## src/rtl/sio_pkg.sv

```systemverilog
package sio_pkg;
  localparam int DATA_W = 8;

  localparam logic [1:0] ADDR_DATA = 2'd0;
  localparam logic [1:0] ADDR_CTRL = 2'd1;
  localparam logic [1:0] ADDR_STAT = 2'd2;

  localparam int BIT_PAR   = 0;
  localparam int BIT_TXSEL = 1;
  localparam int BIT_TXEN  = 4;
  localparam int BIT_RXEN  = 5;
  localparam int BIT_SIOEN = 7;
  localparam logic [7:0] CTRL_MASK = 8'hB3;

  typedef struct packed {
    logic              txLoad;
    logic              txClear;
    logic              rxClear;
    logic              parityEn;
    logic [DATA_W-1:0] txByte;
  } ctl2dp_t;

  typedef struct packed {
    logic              txIdle;
    logic              txShiftDone;
    logic              rxDone;
    logic [DATA_W-1:0] rxByte;
    logic              rxFrameErr;
    logic              rxParErr;
  } dp2ctl_t;
endpackage

```

## src/rtl/sio_datapath.sv

```systemverilog
module sio_datapath
  import sio_pkg::*;
#(
  parameter int OVS = 16
) (
  input  logic    clk,
  input  logic    rstN,
  input  logic    baudTick,
  input  logic    rxdIn,
  output logic    txdOut,
  input  ctl2dp_t cmd,
  output dp2ctl_t evt
);
  localparam int CW = $clog2(OVS);
  localparam int IW = $clog2(DATA_W);
  localparam int FRAME_P = DATA_W + 3;
  localparam logic [CW-1:0] TICK_LAST = CW'(OVS - 1);
  localparam logic [CW-1:0] TICK_MID  = CW'(OVS / 2 - 1);
  localparam logic [3:0] IDX_DATA_END = 4'(DATA_W);
  localparam logic [3:0] IDX_PAR      = 4'(DATA_W + 1);

  // transmit shifter
  logic                 txBusy;
  logic [CW-1:0]        txTick;
  logic [FRAME_P-1:0]   txSh;
  logic [3:0]           txLeft;
  logic                 txDoneQ;

  always_ff @(posedge clk or negedge rstN) begin
    if (!rstN) begin
      txBusy <= 1'b0; txTick <= '0; txSh <= '0; txLeft <= '0; txDoneQ <= 1'b0;
    end else if (cmd.txClear) begin
      txBusy <= 1'b0; txTick <= '0; txSh <= '0; txLeft <= '0; txDoneQ <= 1'b0;
    end else begin
      txDoneQ <= 1'b0;
      if (cmd.txLoad) begin
        txSh   <= {1'b1, (cmd.parityEn ? ^cmd.txByte : 1'b1), cmd.txByte, 1'b0};
        txLeft <= cmd.parityEn ? 4'(FRAME_P) : 4'(FRAME_P - 1);
        txBusy <= 1'b1;
        txTick <= '0;
      end else if (txBusy && baudTick) begin
        if (txTick == TICK_LAST) begin
          txTick <= '0;
          txSh   <= {1'b1, txSh[FRAME_P-1:1]};
          txLeft <= txLeft - 4'd1;
          if (txLeft == 4'd1) begin
            txBusy  <= 1'b0;
            txDoneQ <= 1'b1;
          end
        end else begin
          txTick <= txTick + CW'(1);
        end
      end
    end
  end

  assign txdOut          = txBusy ? txSh[0] : 1'b1;
  assign evt.txIdle      = ~txBusy;
  assign evt.txShiftDone = txDoneQ;

  // receive sampler
  logic              rxS1, rxS2;
  logic              rxBusy;
  logic [CW-1:0]     rxTick;
  logic [3:0]        rxIdx;
  logic [DATA_W-1:0] rxByteQ;
  logic              rxParQ, rxDoneQ, rxFrErrQ, rxParErrQ;

  always_ff @(posedge clk or negedge rstN) begin
    if (!rstN) begin
      rxS1 <= 1'b1; rxS2 <= 1'b1;
    end else begin
      rxS1 <= rxdIn; rxS2 <= rxS1;
    end
  end

  always_ff @(posedge clk or negedge rstN) begin
    if (!rstN) begin
      rxBusy <= 1'b0; rxTick <= '0; rxIdx <= '0; rxByteQ <= '0; rxParQ <= 1'b0;
      rxDoneQ <= 1'b0; rxFrErrQ <= 1'b0; rxParErrQ <= 1'b0;
    end else if (cmd.rxClear) begin
      rxBusy <= 1'b0; rxTick <= '0; rxIdx <= '0; rxByteQ <= '0; rxParQ <= 1'b0;
      rxDoneQ <= 1'b0; rxFrErrQ <= 1'b0; rxParErrQ <= 1'b0;
    end else begin
      rxDoneQ <= 1'b0;
      if (baudTick) begin
        if (!rxBusy) begin
          if (!rxS2) begin
            rxBusy <= 1'b1; rxTick <= '0; rxIdx <= '0;
          end
        end else begin
          rxTick <= (rxTick == TICK_LAST) ? '0 : rxTick + CW'(1);
          if (rxTick == TICK_MID) begin
            if (rxIdx == 4'd0) begin
              if (rxS2) rxBusy <= 1'b0;
              else      rxIdx  <= 4'd1;
            end else if (rxIdx <= IDX_DATA_END) begin
              rxByteQ[IW'(rxIdx - 4'd1)] <= rxS2;
              rxIdx <= rxIdx + 4'd1;
            end else if (rxIdx == IDX_PAR && cmd.parityEn) begin
              rxParQ <= rxS2;
              rxIdx  <= rxIdx + 4'd1;
            end else begin
              rxDoneQ   <= 1'b1;
              rxFrErrQ  <= ~rxS2;
              rxParErrQ <= cmd.parityEn & (^rxByteQ ^ rxParQ);
              rxBusy    <= 1'b0;
            end
          end
        end
      end
    end
  end

  assign evt.rxDone     = rxDoneQ;
  assign evt.rxByte     = rxByteQ;
  assign evt.rxFrameErr = rxFrErrQ;
  assign evt.rxParErr   = rxParErrQ;


  tx_clear_idle_chk: assert property (@(posedge clk) disable iff (!rstN)
    cmd.txClear |=> txdOut);

  tx_start_low_chk: assert property (@(posedge clk) disable iff (!rstN)
    $rose(txBusy) |-> !txdOut);

  rx_clear_quiet_chk: assert property (@(posedge clk) disable iff (!rstN)
    cmd.rxClear |=> !evt.rxDone);
endmodule

```

## src/rtl/sio_control.sv

```systemverilog
module sio_control
  import sio_pkg::*;
(
  input  logic       clk,
  input  logic       rstN,
  input  logic [1:0] addr,
  input  logic       wrEn,
  input  logic [7:0] wrData,
  input  logic       rdEn,
  output logic [7:0] rdData,
  input  logic       txIrqClr,
  input  logic       rxIrqClr,
  output logic       txIrq,
  output logic       rxIrq,
  output ctl2dp_t    cmd,
  input  dp2ctl_t    evt
);
  logic [7:0]        ctrlReg;
  logic [DATA_W-1:0] txBuf, rxBuf;
  logic txEmpty, txDone, rxFull, ovr, frErr, parErr, txIrqQ, rxIrqQ;

  logic ctrlWr, dataWr, dataRd, txOn, rxOn, txRise, txOffWr, rxOffWr, rxClrNow;
  logic txSetEv, rxSetEv, rxAccept;

  assign ctrlWr   = wrEn && addr == ADDR_CTRL;
  assign txOn     = ctrlReg[BIT_TXEN];
  assign rxOn     = ctrlReg[BIT_RXEN] & ctrlReg[BIT_SIOEN];
  assign dataWr   = wrEn && addr == ADDR_DATA && txOn;
  assign dataRd   = rdEn && addr == ADDR_DATA;
  assign txRise   = ctrlWr & wrData[BIT_TXEN] & ~txOn;
  assign txOffWr  = ctrlWr & ~wrData[BIT_TXEN];
  assign rxOffWr  = ctrlWr & ~(wrData[BIT_RXEN] & wrData[BIT_SIOEN]);
  assign rxClrNow = ~rxOn | rxOffWr;
  assign rxAccept = rxOn & evt.rxDone & (~rxFull | dataRd);

  assign cmd.txLoad   = txOn & ~txEmpty & evt.txIdle;
  assign cmd.txClear  = ~txOn;
  assign cmd.rxClear  = ~rxOn;
  assign cmd.parityEn = ctrlReg[BIT_PAR];
  assign cmd.txByte   = txBuf;

  assign txSetEv = txRise | (txOn & (ctrlReg[BIT_TXSEL] ? (evt.txShiftDone & txEmpty)
                                                       : cmd.txLoad));
  assign rxSetEv = rxAccept & ~rxClrNow;

  always_ff @(posedge clk or negedge rstN) begin
    if (!rstN) begin
      ctrlReg <= '0; txBuf <= '0; txEmpty <= 1'b0; txDone <= 1'b0;
    end else begin
      if (ctrlWr) ctrlReg <= wrData & CTRL_MASK;
      if (dataWr) txBuf <= wrData;
      if (txOffWr || (!txOn && !txRise)) begin
        txEmpty <= 1'b0; txDone <= 1'b0;
      end else if (txRise) begin
        txEmpty <= 1'b1; txDone <= 1'b1;
      end else begin
        if (dataWr)          txEmpty <= 1'b0;
        else if (cmd.txLoad) txEmpty <= 1'b1;
        if (cmd.txLoad)                      txDone <= 1'b0;
        else if (evt.txShiftDone && txEmpty) txDone <= 1'b1;
      end
    end
  end

  always_ff @(posedge clk or negedge rstN) begin
    if (!rstN) begin
      rxBuf <= '0; rxFull <= 1'b0; ovr <= 1'b0; frErr <= 1'b0; parErr <= 1'b0;
    end else if (rxClrNow) begin
      rxFull <= 1'b0; ovr <= 1'b0; frErr <= 1'b0; parErr <= 1'b0;
    end else if (evt.rxDone) begin
      if (rxAccept) begin
        rxBuf  <= evt.rxByte;
        rxFull <= 1'b1;
        frErr  <= frErr | evt.rxFrameErr;
        parErr <= parErr | evt.rxParErr;
      end else begin
        ovr <= 1'b1;
      end
    end else if (dataRd) begin
      rxFull <= 1'b0;
    end
  end

  always_ff @(posedge clk or negedge rstN) begin
    if (!rstN) begin
      txIrqQ <= 1'b0; rxIrqQ <= 1'b0;
    end else begin
      if (txSetEv)       txIrqQ <= 1'b1;
      else if (txIrqClr) txIrqQ <= 1'b0;
      if (rxSetEv)       rxIrqQ <= 1'b1;
      else if (rxIrqClr) rxIrqQ <= 1'b0;
    end
  end

  assign txIrq = txIrqQ;
  assign rxIrq = rxIrqQ;

  always_comb begin
    case (addr)
      ADDR_DATA: rdData = rxBuf;
      ADDR_CTRL: rdData = ctrlReg;
      ADDR_STAT: rdData = {2'b00, parErr, frErr, ovr, rxFull, txDone, txEmpty};
      default:   rdData = 8'h00;
    endcase
  end


  tx_rise_flags_chk: assert property (@(posedge clk) disable iff (!rstN)
    txRise |=> txEmpty && txDone && txIrqQ);

  tx_off_clear_chk: assert property (@(posedge clk) disable iff (!rstN)
    txOffWr |=> !txEmpty && !txDone);

  rx_off_clear_chk: assert property (@(posedge clk) disable iff (!rstN)
    rxClrNow |=> !rxFull && !ovr && !frErr && !parErr);

  overrun_keep_chk: assert property (@(posedge clk) disable iff (!rstN)
    (!rxClrNow && evt.rxDone && rxFull && !dataRd) |=> ovr && $stable(rxBuf));

  tx_irq_sticky_chk: assert property (@(posedge clk) disable iff (!rstN)
    (txIrqQ && !txIrqClr) |=> txIrqQ);

  rx_irq_sticky_chk: assert property (@(posedge clk) disable iff (!rstN)
    (rxIrqQ && !rxIrqClr) |=> rxIrqQ);
endmodule

```

## src/rtl/sio_unit.sv

```systemverilog
module sio_unit
  import sio_pkg::*;
#(
  parameter int OVS = 16
) (
  input  logic       clk,
  input  logic       rstN,
  input  logic [1:0] addr,
  input  logic       wrEn,
  input  logic [7:0] wrData,
  input  logic       rdEn,
  output logic [7:0] rdData,
  input  logic       baudTick,
  input  logic       rxd,
  output logic       txd,
  input  logic       txIrqClr,
  input  logic       rxIrqClr,
  output logic       txIrq,
  output logic       rxIrq
);
  ctl2dp_t cmd;
  dp2ctl_t evt;

  sio_control i_control (
    .clk(clk), .rstN(rstN), .addr(addr), .wrEn(wrEn), .wrData(wrData),
    .rdEn(rdEn), .rdData(rdData), .txIrqClr(txIrqClr), .rxIrqClr(rxIrqClr),
    .txIrq(txIrq), .rxIrq(rxIrq), .cmd(cmd), .evt(evt)
  );

  sio_datapath #(.OVS(OVS)) i_datapath (
    .clk(clk), .rstN(rstN), .baudTick(baudTick), .rxdIn(rxd), .txdOut(txd),
    .cmd(cmd), .evt(evt)
  );
endmodule

```

## config.mk

```make
export PLATFORM = sky130hd
export DESIGN_NAME = sio_unit
export DESIGN_NICKNAME = d
export VERILOG_FILES = /design/src/rtl/sio_pkg.sv /design/src/rtl/sio_datapath.sv /design/src/rtl/sio_control.sv /design/src/rtl/sio_unit.sv
export SDC_FILE = /design/constraint.sdc
export NUM_CORES = 1
export LEC_CHECK = 0
export BUFFER_PORTS_ARGS = -buffer_cell sky130_fd_sc_hd__clkbuf_2
export CAP_MARGIN = 10
export CELL_PAD_IN_SITES_DETAIL_PLACEMENT = 2
export CELL_PAD_IN_SITES_GLOBAL_PLACEMENT = 2
export CORE_ASPECT_RATIO = 1.5
export CORE_MARGIN = 1
export CORE_UTILIZATION = 39
export DETAILED_ROUTE_END_ITERATION = 12
export HOLD_SLACK_MARGIN = 0.12
export PLACE_DENSITY_LB_ADDON = 0.1
export SYNTH_ARGS = -nofsm -noshare
export SYNTH_HDL_FRONTEND = slang
export SYNTH_SLANG_ARGS = --single-unit
export TNS_END_PERCENT = 10
```

## constraint.sdc

```tcl
create_clock -name clk -period 2.7 [get_ports clk]
set_input_delay 0.81 -clock clk [delete_from_list [all_inputs] [get_ports clk]]
set_output_delay 0.81 -clock clk [all_outputs]
set_load 0.03 [all_outputs]
```

Yosys cells after proc, flatten, opt, wreduce, memory -nomap -nowiden. Index checks and enable logic that the tools add are counted.

Reductions and logical operators: 34. $add $sub $neg: 5. Bitwise logic cells: 29. Equal/unequal tests: 24. $lt $le $gt $ge: 3. Multiplexer cells: 110.

Operators with widths (number): 4-bit 2-to-1 mux (21); 1-bit 2-to-1 mux (76); 8-bit 2-to-1 mux (6); 11-bit 2-to-1 mux (4); 8-bit case mux with 3 select lines (1); 8-bit parity (2); 1-bit bitwise AND (14); 4-bit by 1-bit adder with 4-bit output (second input constant) (3); 4-bit equality test (second input constant) (3); 3-bit inequality test (second input constant) (4); 6-bit AND reduction (2); 2-bit by 1-bit inequality test with 1-bit output (second input constant) (5); 2-bit AND reduction (5); 5-bit AND reduction (2); 1-bit logical AND (9); 3-bit by 1-bit inequality test with 1-bit output (second input constant) (3); 1-bit NOT (9); 8-bit bitwise mux (1); 2-bit inequality test (second input constant) (4); 2-bit nonzero test (4); 4-bit nonzero test (2); 3-bit AND reduction (2); 5-bit inequality test (second input constant) (1); 1-bit OR (5); other kinds (16) (17).

Input port bits: 18. Logic and storage cells: 231. Output and inout bits: 11. Bits in registers: 73.

Logic depth before layout (Yosys ltp).
Depth after elaboration: 12. Mapped depth: 8. Gate-level depth less buffers: 7.

Cells and area by module. A second synthesis with hierarchy kept.

Cell total of the unflattened synthesis: 375. Area total of the unflattened synthesis: 3853.7 um2.

By module, submodules not included: sio_datapath (cells each 265, sequential area each 1103.6 um2, instances 1, area an instance 2496.1 um2); sio_control (cells each 110, sequential area each 725.7 um2, instances 1, area an instance 1357.6 um2).

Worst setup path before layout. Ideal clock, no wire load.

Kind: input port to output port. From: input port addr[1]. To: output port rdData[0]. Arrival: 1776 ps. Setup slack: 114 ps. Stages on the path: 3. Buffers on the path: 1. Data required time: 1890 ps. Path through: buf_4 mux2i_1 o21ai_0.

Cells in the longest elaborated chain, start to end: 2. Elaborated cells between the ends (all ways): 4. Classes of those cells: 2 x eq/ne; 1 x mux; 1 x reduce/logical.

Ends and longest elaborated chain: start, declared (RTL line sio_unit.sv:8) `input logic [1:0] addr,`; 2-bit equality test, or another cell as far along (RTL line sio_control.sv:99) `case (addr)`; 8-bit case mux with 3 select lines * (RTL line sio_control.sv:99); end, declared (RTL line sio_unit.sv:12) `output logic [7:0] rdData,`.

Every way passes the cells marked *; elsewhere a longest branch is shown, timed or not.

Worst setup path in the final report. Ends and elaborated chain as after synthesis.

==> load_flow_metrics.sql <==
INSERT INTO impl_metrics (metric_group, metric, value, unit) VALUES
('synthesis', 'yosys.area.top_type_share', '47.6', '%'),
('synthesis', 'synthesis.yosys.warnings', '0', ''),
('global_routing', 'maximum_number_of_pins_on_one_net_before_global_route_repair', '31', ''),
('detailed_routing', 'met2RoutedLength', '5490', 'um'),
('global_routing', 'grt_antenna_before_repair', '0', ''),
('hold_path', 'holdPathEnd', 'i_datapath.rxS2$_DFF_PN1_', ''),
('setup_path', 'crit-reg2reg-launch', 'i_datapath.rxIdx[0]$_DFFE_PN0P_', ''),
('synthesis', 'synth-async-reset-ratio', '100', '%'),
('status', 'status', 'complete, no violations', ''),
('synthesis', 'ys_ff_latch', '73', ''),
('sta', 'timing_worst_slew_pin_value', '0.711', 'ns'),
('synthesis', 'synth_top_cell_by_area', 'sky130_fd_sc_hd__dfrtp_1', ''),
('synthesis', 'synth_flop_cell', 'sky130_fd_sc_hd__dfrtp_1', ''),
('setup_path', 'worst_setup_path_start_kind', 'primary input', ''),
('global_routing', 'first_global_vias', '3114', ''),
('setup_path', 'worstPathRequired', '1.89', 'ns'),
('sta', 'timing.clock.skew', '0.00752', 'ns'),
('cts', 'cts-resized-gates', '0', ''),
('detailed_routing', 'drtAntennaViolNets', '0', ''),
('setup_path', 'worstSetupEndpointType', 'output port', ''),
('detailed_routing', 'drt_first_iter_violations', '103', ''),
('power', 'power_density', '797', 'mW/mm^2'),
('sta', 'timing.final.setup_violations', '0', ''),
('detailed_routing', 'route.detailed.drc', '0', ''),
('detailed_routing', 'via_per_inst', '5.57', ''),
('sta', 'maxClockFrequency', '395', 'MHz'),
('sta', 'final.period_utilization', '93.7', '%'),
('detailed_routing', 'met3WireLength', '220', 'um'),
('floorplanning', 'die_area', '0.00997', 'mm^2'),
('synthesis', 'synthCells', '370', ''),
('power', 'power.internal', '2.34', 'mW'),
('placed_design', 'gp_congestion', '0.829', ''),
('setup_path', 'setup.worst_path.start', 'addr[1]', ''),
('placed_design', 'dp_cells', '497', ''),
('run', 'maxCapViolations', '0', ''),
('setup_path', 'rr_endpoint', 'i_datapath.rxByteQ[5]$_DFFE_PN0P_', ''),
('global_routing', 'grt_pass1_wl', '16200', 'um'),
('floorplanning', 'placementRows', '43', ''),
('sta', 'finalCriticalPeriod', '2.53', 'ns'),
('cells_and_area', 'mostFrequentLayoutCell', 'sky130_fd_sc_hd__dfrtp_1', ''),
('sta', 'worst_path_setup_slack_after_routing', '0.171', 'ns'),
('sta', 'rsz0062_at_grt', 'no', ''),
('detailed_routing', 'per_cell_routed_wire_length', '19.3', 'um'),
('cts', 'tritoncts.num_buffers', '9', ''),
('detailed_routing', 'wl', '9890', 'um'),
('synthesis', 'postSynthNetCount', '395', ''),
('cells_and_area', 'leading_cell_types_in_the_layout_fill_and_taps_excluded', 'sky130_fd_sc_hd__dfrtp_1, sky130_fd_sc_hd__nor2_1, sky130_fd_sc_hd__nand2_1', ''),
('synthesis', 'number_of_flops_mapped_to_enable_cells_by_yosys', '0', ''),
('floorplanning', 'design.portCount', '29', ''),
('sta', 'max_slew_violations', '0', ''),
('cells_and_area', 'non_filler_instance_count_after_layout', '513', ''),
('cts', 'worst_setup_hold_path_clk_slew', '0.05', 'ns'),
('power', 'comb_power_share', '22.1', '%'),
('placed_design', 'detailed_place_hpwl', '7360', 'um'),
('power', 'power.share.sequential', '42.0', '%'),
('hold_path', 'hp-class', 'reg2reg', ''),
('synthesis', 'synth.lib_cells_used.distinct', '57', ''),
('cts', 'cts_root_buffer', 'sky130_fd_sc_hd__clkbuf_16', ''),
('power', 'power.switching_fraction', '31.5', '%'),
('cts', 'clock_latency_on_the_worst_skew_pair', '0.34', 'ns'),
('cells_and_area', 'drive_gt1_share', '19.0', '%'),
('floorplanning', 'start_util', '40.3', '%'),
('synthesis', 'ys_top_cells_by_area', 'sky130_fd_sc_hd__dfrtp_1, sky130_fd_sc_hd__mux2i_1, sky130_fd_sc_hd__nor2_1', ''),
('detailed_routing', 'maxUsedRoutingLayer', 'met4', ''),
('cells_and_area', 'n_antenna_cell', '0', ''),
('setup_path', 'crit_path_max_fanout', '9', ''),
('cts', 'cts_tree', 'yes', ''),
('cells_and_area', 'layout.nets', '421', ''),
('sta', 'timing.final.hold_violations', '0', ''),
('placed_design', 'place_ws', '0.155', 'ns'),
('detailed_routing', 'first_pass_iters', '4', '');
[sequential cells by signal (all words and copies together), names as in the netlist, 4 cells and up]
| register | cells |
|---|---|
| i_datapath.txSh | 11 |
| i_control.rxBuf | 8 |
| i_control.txBuf | 8 |
| i_datapath.rxByteQ | 8 |
| i_control.ctrlReg | 5 |
| i_datapath.rxIdx | 4 |
| i_datapath.rxTick | 4 |
| i_datapath.txLeft | 4 |
| i_datapath.txTick | 4 |
[layout make-up]
cell class	count	area [um^2]
multi-input cells	266	1760
well taps	112	140
clock buffers	12	256
inverters	9	33.8
clock inverters	4	51.3
repair buffers	37	223
flip-flops and latches	73	1830
fillers	1000	4960
[how the worst max path moves through the flow]
stage	slack, ns	endpoint	cells past startpoint
after global placement	0.16	rdData[0]	5
after global routing	0.1	rdData[0]	5
after CTS	0.16	rdData[0]	5
final	0.17	rdData[0]	5
after floorplan	0.11	rdData[0]	3
after detailed placement	0.16	i_control.rxBuf[0]$_DFFE_PN0P_	8
[logic make-up (layout without fill, tap and decap cells)]
logic type | Yosys count | in the layout | synth area share [%]
xor gates and xnor gates | 18 | 18 | 4.59
AOI/OAI and AO/OA | 72 | 72 | 12.3
adders and majority gates | 7 | 7 | 2.35
DFF | 73 | 73 | 49.0
muxes | 37 | 37 | 10.6
buffers and inverters | 31 | 62 | 3.92
and+or+nand+nor | 132 | 132 | 17.3
[routing by layer]
metal  track usage [%]  vias to the layer above
met5                 0                        -
met4              8.88                        0
met3              4.42                       12
met2              39.5                       34
met1              25.1                     1473
li1                  -                     1340
[cell usage after synthesis (4+ instances only)]
library cell	n
sky130_fd_sc_hd__nor2_1	40
sky130_fd_sc_hd__and2_1	6
sky130_fd_sc_hd__buf_2	9
sky130_fd_sc_hd__nand2_1	39
sky130_fd_sc_hd__clkbuf_1	7
sky130_fd_sc_hd__ha_1	7
sky130_fd_sc_hd__xor2_1	4
sky130_fd_sc_hd__mux2_1	8
sky130_fd_sc_hd__o21ai_1	7
sky130_fd_sc_hd__a21oi_1	26
sky130_fd_sc_hd__inv_1	7
sky130_fd_sc_hd__mux2_2	12
sky130_fd_sc_hd__nand3_1	18
sky130_fd_sc_hd__a22oi_1	7
sky130_fd_sc_hd__dfrtp_1	71
sky130_fd_sc_hd__o21ai_0	7
sky130_fd_sc_hd__or3_1	4
sky130_fd_sc_hd__nor3_1	4
sky130_fd_sc_hd__xnor2_1	13
sky130_fd_sc_hd__buf_4	5
sky130_fd_sc_hd__mux2i_1	17
sky130_fd_sc_hd__a22o_1	5
[stage by stage]
step | util, % | instance area (um^2)
after floorplan | - | 3730
after global placement | 43.0 | 3980
after detailed placement | 43.0 | 3980
after CTS | 46.4 | 4290
after global routing | 46.4 | 4290
final | 46.4 | 4290
[worst max-delay path, cell delays in order]
cell	delay, ns
sky130_fd_sc_hd__clkbuf_2	0.21
sky130_fd_sc_hd__nor2b_4	0.24
sky130_fd_sc_hd__nand2_1	0.07
sky130_fd_sc_hd__o21ai_0	0.12
sky130_fd_sc_hd__clkbuf_2	0.26
[power groups by stage]
| stage | logic, mW | clock network [mW] | registers [mW] |
|---|---|---|---|
| 2_1_floorplan | 0.590 | 0 | 1.38 |
| 3_3_place_gp | 0.738 | 0 | 1.45 |
| 3_5_place_dp | 0.770 | 0 | 1.46 |
| 4_1_cts | 0.778 | 1.26 | 1.44 |
| 5_1_grt | 0.848 | 1.30 | 1.46 |
| 6_report | 0.756 | 1.23 | 1.44 |
(Power assumes the default switching activity.)
